File: src/rtl/route_tcam_pkg.sv
package route_tcam_pkg;

  localparam int DEF_ENTRIES = 16;
  localparam int DEF_KEY_W   = 32;
  localparam int DEF_HOP_W   = 8;

  // Width of an entry index; never below one bit.
  function automatic int idx_width(input int entries);
    return (entries > 1) ? $clog2(entries) : 1;
  endfunction

endpackage

File: src/rtl/route_tcam_store.sv
module route_tcam_store #(
  parameter int ENTRIES = route_tcam_pkg::DEF_ENTRIES,
  parameter int KEY_W   = route_tcam_pkg::DEF_KEY_W,
  parameter int HOP_W   = route_tcam_pkg::DEF_HOP_W,
  localparam int IW     = route_tcam_pkg::idx_width(ENTRIES)
) (
  input  logic                            clk,
  input  logic                            rst_n,
  input  logic                            flush,
  input  logic                            wr_en,
  input  logic [IW-1:0]                   wr_idx,
  input  logic [KEY_W-1:0]                wr_pattern,
  input  logic [KEY_W-1:0]                wr_mask,
  input  logic [HOP_W-1:0]                wr_hop,
  output logic [ENTRIES-1:0]              valid_q,
  output logic [ENTRIES-1:0][KEY_W-1:0]   pattern_q,
  output logic [ENTRIES-1:0][KEY_W-1:0]   mask_q,
  output logic [ENTRIES-1:0][HOP_W-1:0]   hop_q
);

  // A write commits only when no flush is pending in the same cycle.
  logic commit_wr;
  assign commit_wr = wr_en && !flush;

  always_ff @(posedge clk or negedge rst_n) begin
    if (!rst_n) begin
      valid_q <= '0;
    end else if (flush) begin
      valid_q <= '0;
    end else if (wr_en) begin
      valid_q[wr_idx] <= 1'b1;
    end
  end

  always_ff @(posedge clk) begin
    if (commit_wr) begin
      pattern_q[wr_idx] <= wr_pattern;
      mask_q[wr_idx]    <= wr_mask;
      hop_q[wr_idx]     <= wr_hop;
    end
  end

  a_r8_flush_clears: assert property (@(posedge clk) disable iff (!rst_n)
    flush |=> (valid_q == '0));

  a_r7_write_sets_valid: assert property (@(posedge clk) disable iff (!rst_n)
    commit_wr |=> valid_q[$past(wr_idx)]);

  a_r10_hop_stored: assert property (@(posedge clk) disable iff (!rst_n)
    commit_wr |=> (hop_q[$past(wr_idx)] == $past(wr_hop)));

endmodule

File: src/rtl/route_tcam_compare.sv
module route_tcam_compare #(
  parameter int ENTRIES = route_tcam_pkg::DEF_ENTRIES,
  parameter int KEY_W   = route_tcam_pkg::DEF_KEY_W
) (
  input  logic [KEY_W-1:0]                key,
  input  logic [ENTRIES-1:0]              valid_q,
  input  logic [ENTRIES-1:0][KEY_W-1:0]   pattern_q,
  input  logic [ENTRIES-1:0][KEY_W-1:0]   mask_q,
  output logic [ENTRIES-1:0]              match_vec
);

  // Differing bits that the mask cares about; none left means a match.
  function automatic logic care_bits_agree(
    input logic [KEY_W-1:0] pat,
    input logic [KEY_W-1:0] msk,
    input logic [KEY_W-1:0] k
  );
    return ((pat ^ k) & msk) == '0;
  endfunction

  for (genvar e = 0; e < ENTRIES; e++) begin : g_line
    assign match_vec[e] = valid_q[e] && care_bits_agree(pattern_q[e], mask_q[e], key);
  end

endmodule

File: src/rtl/route_tcam_prio.sv
module route_tcam_prio #(
  parameter int ENTRIES = route_tcam_pkg::DEF_ENTRIES,
  localparam int IW     = route_tcam_pkg::idx_width(ENTRIES)
) (
  input  logic [ENTRIES-1:0] match_vec,
  output logic               any_match,
  output logic [IW-1:0]      win_idx
);

  // Index of the lowest set bit, zero when none is set.
  function automatic logic [IW-1:0] lowest_set(input logic [ENTRIES-1:0] v);
    logic [IW-1:0] r;
    r = '0;
    for (int i = ENTRIES - 1; i >= 0; i--) begin
      if (v[i]) r = IW'(i);
    end
    return r;
  endfunction

  assign any_match = |match_vec;
  assign win_idx   = lowest_set(match_vec);

endmodule

File: src/rtl/route_tcam_lookup.sv
module route_tcam_lookup #(
  parameter int ENTRIES = route_tcam_pkg::DEF_ENTRIES,
  parameter int KEY_W   = route_tcam_pkg::DEF_KEY_W,
  parameter int HOP_W   = route_tcam_pkg::DEF_HOP_W
) (
  input  logic                        clk,
  input  logic                        rst_n,
  input  logic                        flush,
  input  logic                        wr_en,
  input  logic [$clog2(ENTRIES)-1:0]  wr_idx,
  input  logic [KEY_W-1:0]            wr_pattern,
  input  logic [KEY_W-1:0]            wr_mask,
  input  logic [HOP_W-1:0]            wr_hop,
  input  logic [KEY_W-1:0]            key,
  output logic                        hit,
  output logic [$clog2(ENTRIES)-1:0]  hit_idx,
  output logic [HOP_W-1:0]            next_hop
);

  localparam int IW = $clog2(ENTRIES);

  logic [ENTRIES-1:0]            valid_q;
  logic [ENTRIES-1:0][KEY_W-1:0] pattern_q;
  logic [ENTRIES-1:0][KEY_W-1:0] mask_q;
  logic [ENTRIES-1:0][HOP_W-1:0] hop_q;
  logic [ENTRIES-1:0]            match_vec;

  route_tcam_store #(.ENTRIES(ENTRIES), .KEY_W(KEY_W), .HOP_W(HOP_W)) u_store (
    .clk        (clk),
    .rst_n      (rst_n),
    .flush      (flush),
    .wr_en      (wr_en),
    .wr_idx     (wr_idx),
    .wr_pattern (wr_pattern),
    .wr_mask    (wr_mask),
    .wr_hop     (wr_hop),
    .valid_q    (valid_q),
    .pattern_q  (pattern_q),
    .mask_q     (mask_q),
    .hop_q      (hop_q)
  );

  route_tcam_compare #(.ENTRIES(ENTRIES), .KEY_W(KEY_W)) u_cmp (
    .key        (key),
    .valid_q    (valid_q),
    .pattern_q  (pattern_q),
    .mask_q     (mask_q),
    .match_vec  (match_vec)
  );

  route_tcam_prio #(.ENTRIES(ENTRIES)) u_prio (
    .match_vec  (match_vec),
    .any_match  (hit),
    .win_idx    (hit_idx)
  );

  // Payload read from the parallel array, gated to zero on a miss.
  assign next_hop = hit ? hop_q[hit_idx] : '0;

  // Mask of all indices strictly below the winner.
  logic [ENTRIES-1:0] below_win;
  assign below_win = ({{(ENTRIES-1){1'b0}}, 1'b1} << hit_idx) - {{(ENTRIES-1){1'b0}}, 1'b1};

  a_r5_winner_matches: assert property (@(posedge clk) disable iff (!rst_n)
    hit |-> match_vec[hit_idx]);

  a_r5_none_below: assert property (@(posedge clk) disable iff (!rst_n)
    hit |-> ((match_vec & below_win) == '0));

  a_r6_miss_zeroes: assert property (@(posedge clk) disable iff (!rst_n)
    !hit |-> (next_hop == '0 && hit_idx == '0));

  a_r2_empty_misses: assert property (@(posedge clk) disable iff (!rst_n)
    (valid_q == '0) |-> !hit);

  a_r8_after_flush_miss: assert property (@(posedge clk) disable iff (!rst_n)
    flush |=> !hit);

  a_r10_payload_of_winner: assert property (@(posedge clk) disable iff (!rst_n)
    hit |-> (next_hop == hop_q[hit_idx]));

  logic unused_iw;
  assign unused_iw = (IW == 0);

endmodule

File: config.mk
export PLATFORM = sky130hd
export DESIGN_NAME = route_tcam_lookup
export DESIGN_NICKNAME = d
export VERILOG_FILES = /design/src/rtl/route_tcam_pkg.sv /design/src/rtl/route_tcam_store.sv /design/src/rtl/route_tcam_compare.sv /design/src/rtl/route_tcam_prio.sv /design/src/rtl/route_tcam_lookup.sv
export SDC_FILE = /design/constraint.sdc
export NUM_CORES = 1
export LEC_CHECK = 0
export ABC_AREA = 1
export BUFFER_PORTS_ARGS = -buffer_cell sky130_fd_sc_hd__buf_4
export CAP_MARGIN = 20
export CORE_ASPECT_RATIO = 1.4
export CORE_UTILIZATION = 60
export CTS_CLUSTER_SIZE = 30
export DETAILED_ROUTE_END_ITERATION = 8
export PLACE_DENSITY = 0.77
export SLEW_MARGIN = 20
export SYNTH_ARGS = -nofsm -noshare
export SYNTH_HDL_FRONTEND = slang
export SYNTH_SLANG_ARGS = --single-unit
File: constraint.sdc
create_clock -name clk -period 9.29 [get_ports clk]
set_input_delay 1.3935 -clock clk [delete_from_list [all_inputs] [get_ports clk]]
set_output_delay 1.3935 -clock clk [all_outputs]
set_load 0.02 [all_outputs]
; Yosys cells after proc, flatten, opt, wreduce, memory -nomap -nowiden
; Cells that the tools add are included.
[classes]
order_cmp = 3
n_mux = 30
n_bitwise = 33
reduce_logical = 37
[ops]
columns = cell, n
row1 = $bwmux W512, 2
row2 = $and A32 B32 Y32, 16
row3 = $logic_not A32 Y1, 16
row4 = $xor A32 B32 Y32, 16
row5 = $bwmux W128, 1
row6 = $demux W32 S4, 1
row7 = $mux W4, 16
row8 = $bmux W8 S4, 1
row9 = $demux W8 S4, 1
row10 = $mux W16, 2
row11 = $mux W32, 1
row12 = $mux W8, 3
row13 = $logic_and A1 B1 Y1, 18
row14 = $or A16 B16 Y16, 1
row15 = $reduce_or A16 Y1, 1
row16 = $lt A4 B5 Y1 const B, 2
row17 = $demux W1 S4, 1
row18 = $ge A4 B1 Y1 const B, 1
row19 = $reduce_bool A2 Y1, 1
row20 = $logic_not A1 Y1, 1
row21 = $mux W1, 1
[word_totals]
reg_bits = 1168

; Logic depth before layout (Yosys ltp)
[depth]
depth_word = 23
ltp_mapped = 33

; Hierarchy
; A second synthesis with hierarchy kept.
[hier_totals]
cells_unflattened = 4119
area_unflattened_um2 = 47458.0
[by_module_without_submodules]
columns = mod, instances, cells_each, area_each_um2
row1 = route_tcam_store, 1, 1251, 35348.9
row2 = route_tcam_compare, 1, 2446, 10328.7
row3 = route_tcam_lookup, 1, 373, 1571.5
row4 = route_tcam_prio, 1, 49, 209.0

; Least setup slack after synthesis
; OpenSTA, ideal clock, no wires.
[synth_path]
kind = input-to-reg
start = input port flush
end = register u_store.hop_q[0] (netlist bit) (enable)
arrival_time_ns = 5.024
path_slack_ns = 3.763
cell_stages = 4
path_cell_list = clkbuf_1 -> nor2_1 -> nand3_1 -> nor2_1
[synth_via]
elab_chain_len = 2
[synth_rtl]
columns = element, line_no
row1 = "start, declared", route_tcam_lookup.sv:8  ; input logic flush,
row2 = $logic_not A1 Y1, route_tcam_store.sv:23  ; assign commit_wr = wr_en && !flush;
row3 = $logic_and A1 B1 Y1, route_tcam_store.sv:23
row4 = "end signal, assigned by index", route_tcam_store.sv:39  ; hop_q[wr_idx] <= wr_hop;
row5 = "end, declared", route_tcam_store.sv:18  ; output logic [ENTRIES-1:0][HOP_W-1:0] hop_q
; No other way between the ends.
; A chain may end at the register's enable or synchronous reset.

; Final worst setup path
[layout_path]
start = input port key[10]
end = output port next_hop[6]
[layout_via]
elab_chain_len = 23
word_cells_on_any_way = 84
[layout_rtl]
columns = element, line_no
row1 = "start, declared", route_tcam_lookup.sv:14  ; input logic [KEY_W-1:0] key,
row2 = $xor A32 B32 Y32, route_tcam_compare.sv:18  ; return ((pat ^ k) & msk) == '0;
row3 = $and A32 B32 Y32, route_tcam_compare.sv:18
row4 = $logic_not A32 Y1, route_tcam_compare.sv:18
row5 = $logic_and A1 B1 Y1, route_tcam_compare.sv:22  ; assign match_vec[e] = valid_q[e] && care_bits_agree(pattern_q[e], mask_q[e], key);
row6 = $mux W4 (16 in series), route_tcam_prio.sv:15  ; if (v[i]) r = IW'(i);
row7 = $bmux W8 S4, route_tcam_lookup.sv:58  ; assign next_hop = hit ? hop_q[hit_idx] : '0;
row8 = $mux W8 (not written as such), route_tcam_lookup.sv:58
row9 = $mux W8 (*), route_tcam_lookup.sv:58
row10 = "end, declared", route_tcam_lookup.sv:17  ; output logic [HOP_W-1:0] next_hop
; Every way passes the cells marked *; elsewhere a longest branch is shown, timed or not. The select of a mux whose other input is x is not followed.

==> results list <==
- The flow ran to the end, and the final reports show no timing, DRC or antenna violations.
* Number of pins with negative max-slew slack in the final report: 0
- STA classifies the critical path startpoint as an input port.
- Leaving out fill and tap cells, the most frequent cells in the layout are sky130_fd_sc_hd__nand2_1 (1161), sky130_fd_sc_hd__edfxtp_1 (1152), sky130_fd_sc_hd__nand3_1 (547), sky130_fd_sc_hd__or2_2 (225), sky130_fd_sc_hd__nand4_1 (218).
- Dividing total power by cell area gives a power density of roughly 200 nW/um^2.
- The tree built by TritonCTS fans out to around 1200 sinks.
- Aggregate global-route resource usage: ~44%
- Critical Path End Type: primary output
- Fraction of registers with async set/reset: approximately 1.4%
- For this design, the CTS-stage hold fixing added 0 buffers.
- DRC Markers: 0
* TritonCTS clock tree: done
- Initial Utilization: 60.8%
* Setup violation total in the final timing report: 0
- Largest fanout on the critical path: between 60 and 70
- In this run the clock root is driven by a sky130_fd_sc_hd__clkbuf_16.
- The number of antenna violations at the first check in global routing was 7.
- Type of the tightest min-delay check: input port to async pin
* Insertion delay of the later-clocked pin in the worst-skew pair: around 0.69 ns
* Total via count after detailed routing: between 30000 and 40000
- Synthesis warning total: 0
- Cells after synthesis: approximately 4200
- Detailed placement finished with a half-perimeter wire length of 139000 um.
- Post-route fraction of the period consumed by the critical path: between 70% and 80%
- STA puts the critical path data required time at ~7.9 ns.
* Port Buf Inserts: between 100 and 150
* Post-DRT Antenna Nets: 0
* Maximum clock rate: 0.143 GHz
- Global routing finished with a remaining overflow of 0.
- The first global-routing pass estimated around 250000 um of wire.
* EDFF count, synth: between 1000 and 1500
- Averaged over all synthesized cells, the footprint is 11.8 sq um.
- Summed over all cells, the static leakage comes to 20.4 nW.
* Vias per cell: about 6.4
- Int Pwr: ~0.0083 W
* Synthesis-stage register bit count: around 1200
* Area Overhead vs Synth: 10.2%
* Clock-pin slew of the registers on the worst-case setup and hold paths: around 0.06 ns
- The critical path is of the input port to primary output type.
- First-pass DRT Iterations: 5
- Max incr delay on CP: between 0.8 and 0.9 ns
- Origin of the critical flop-to-flop path: u_store.valid_q[15]
* Leading cell type in the layout, fill and taps excluded: sky130_fd_sc_hd__nand2_1
- After floorplanning, the core was sized to cover ~80000 sq um.
- In this run the vertical extent of the chip is 343 um.
* Buffers from clock root to sink, at most: 3
- Die width: 246 um
- Syn Std Cell Area: between 40000 and 50000 sq um
- Final hold vios: 0
- The detailed router finished its first iteration with about 4700 violations.
- For the final routed database, the setup TNS stands at 0 ns.
- Entering global routing, the biggest net connects 63 pins.
* Worst rel slew slack: approximately 18%
* Max-Cap Viols: 0
- Fraction of layout instances using a drive strength above 1: about 13%
- In the synthesized netlist the dominant register cell turns out to be sky130_fd_sc_hd__edfxtp_1.
- CTS built an H-tree with a depth of 3.
- Actual transition at the worst max-transition pin: approximately 1.2 ns
* Sequential power share: 54.5%
- Crit-path most repeated cell: sky130_fd_sc_hd__nand2_1
- Data on the critical path arrives at its endpoint at between 5 and 6 ns.
- approximately 130 I/O pins were placed.
- Total Nets Final: roughly 4500
* Crit-path leading delay family: simple AND/OR/NAND/NOR gates
* Wire length per cell: around 34 um
- Share of total power in combinational logic: under 10%
- After synthesis, the netlist uses 45 different library cells.
* Number of global-route vias before repair: 33200
- VDD sags by at most 198 uV.
- Total die area: 84400 sq um
- Routability-driven placement finished with a final weighted congestion of 1.09.
* Critical Path Slowest Stage Cell: sky130_fd_sc_hd__nor2_1
- Worst Path Buf+Inv: 4
- Relative contribution of the clock network to total power: roughly two fifths
- Post-route minimum period: 6.98 ns
* Net switching power: 0.00247 W
- Site Rows: roughly 120
- Post-CTS timing repair inserted 0 buffers for setup.
- Sequential cells were found to cover 70.1% of the synthesized design area.
- The critical path starts at key[10].
- Unrepaired setup endpoints after global routing: false
* Worst clock skew: 0 ns
- Detailed Route WL: ~190000 um
- Nets in the synthesized netlist: 4329
- Final cell count without fillers: between 5000 and 6000
- Number of buffers created by CTS: 106
* Switching share of power: between 20% and 30%
- After detailed placement, the design holds a cell count of between 5000 and 6000.
- Once the clock tree was built, the resizer swapped 0 gates to a different size.
cells by family (layout without fill, tap and decap cells):
| logic type | count (synthesis) | in the layout | synth area share [%] |
|---|---|---|---|
| flip-flops | 1168 | 1168 | 70.1 |
| buffers and inverters | 318 | 554 | 3.34 |
| AND/OR/NAND/NOR | 2588 | 2588 | 24.3 |
| XOR/XNOR | 90 | 90 | 1.58 |
| AO/OA/AOI/OAI | 53 | 53 | 0.704 |
| other | 0 | 4 | 0 |
power by group through the flow:
stage                     Clock, W  Sequential [W]  Combinational, W
after global placement           0         0.00598          0.000587
after CTS                  0.00428         0.00587          0.000598
after floorplan                  0         0.00599          0.000282
after global routing       0.00447         0.00588          0.000637
after detailed placement         0         0.00599          0.000596
final                      0.00429         0.00587          0.000619
sequential cells by signal, summed over array words and instances (netlist names):
| register | flops |
|---|---|
| u_store.hop_q | 128 |
| u_store.mask_q | 512 |
| u_store.pattern_q | 512 |
| u_store.valid_q | 16 |
metrics by stage:
step / cell area, sq um / utilization (%) / power, W / hold WS, ns / setup slack [ns]
after floorplan: 49900 / - / 0.00627 / 0.550 / 3.76
after global placement: 51700 / 62.9 / 0.00657 / 0.591 / 2.55
after detailed placement: 51700 / 62.9 / 0.00658 / 0.601 / 2.50
after CTS: 55000 / 67.0 / 0.0108 / 0.558 / 2.47
after global routing: 55000 / 67.0 / 0.0110 / 0.575 / 2.05
final: 55000 / 67.1 / 0.0108 / 0.584 / 2.31
cell usage after synthesis (13+ instances only):
cell	number	share of area, %
sky130_fd_sc_hd__buf_2	42	0.42
sky130_fd_sc_hd__buf_4	19	0.29
sky130_fd_sc_hd__buf_6	46	1.0
sky130_fd_sc_hd__dfrtp_1	16	0.80
sky130_fd_sc_hd__edfxtp_1	1152	69
sky130_fd_sc_hd__inv_1	200	1.5
sky130_fd_sc_hd__nand2_1	1161	8.7
sky130_fd_sc_hd__nand3_1	547	5.5
sky130_fd_sc_hd__nand3_2	14	0.28
sky130_fd_sc_hd__nand4_1	218	2.7
sky130_fd_sc_hd__nor2_1	226	1.7
sky130_fd_sc_hd__nor3_1	33	0.33
sky130_fd_sc_hd__nor4_1	48	0.60
sky130_fd_sc_hd__o21a_1	14	0.21
sky130_fd_sc_hd__o22ai_1	16	0.20
sky130_fd_sc_hd__or2_0	13	0.16
sky130_fd_sc_hd__or2_1	69	0.86
sky130_fd_sc_hd__or2_2	225	2.8
sky130_fd_sc_hd__xor2_1	90	1.6
final timing paths:
path,endpoint,slack [ns],cells after the start
setup / recovery,next_hop[6],2.31,25
hold / removal,u_store.valid_q[9],0.58,1
setup reg to reg,u_store.valid_q[15],8.31,2
hold reg to reg,u_store.valid_q[1],0.61,2
max in group asynchronous,u_store.valid_q[10],8.43,1
min in group clk,u_store.valid_q[1],0.61,2
per-layer routing:
metal | GRT usage, % | vias up | share of wire (%)
li1 | - | 15200 | -
met1 | 50.1 | 17200 | 32
met2 | 71.0 | 2257 | 47
met3 | 9.80 | 580 | 10
met4 | 39.2 | 6 | 11
met5 | 0 | - | 0.022
cell type report:
class,count,area [sq um]
clock inverters,67,612
inverters,207,779
flip-flops and latches,1168,35000
multi-input cells,2731,13400
well taps,1071,1340
clock buffers,127,2750
fillers,5769,27000
diodes,4,10.0
repair buffers,153,1150
No activity file was read; power rests on OpenSTA's default activity.
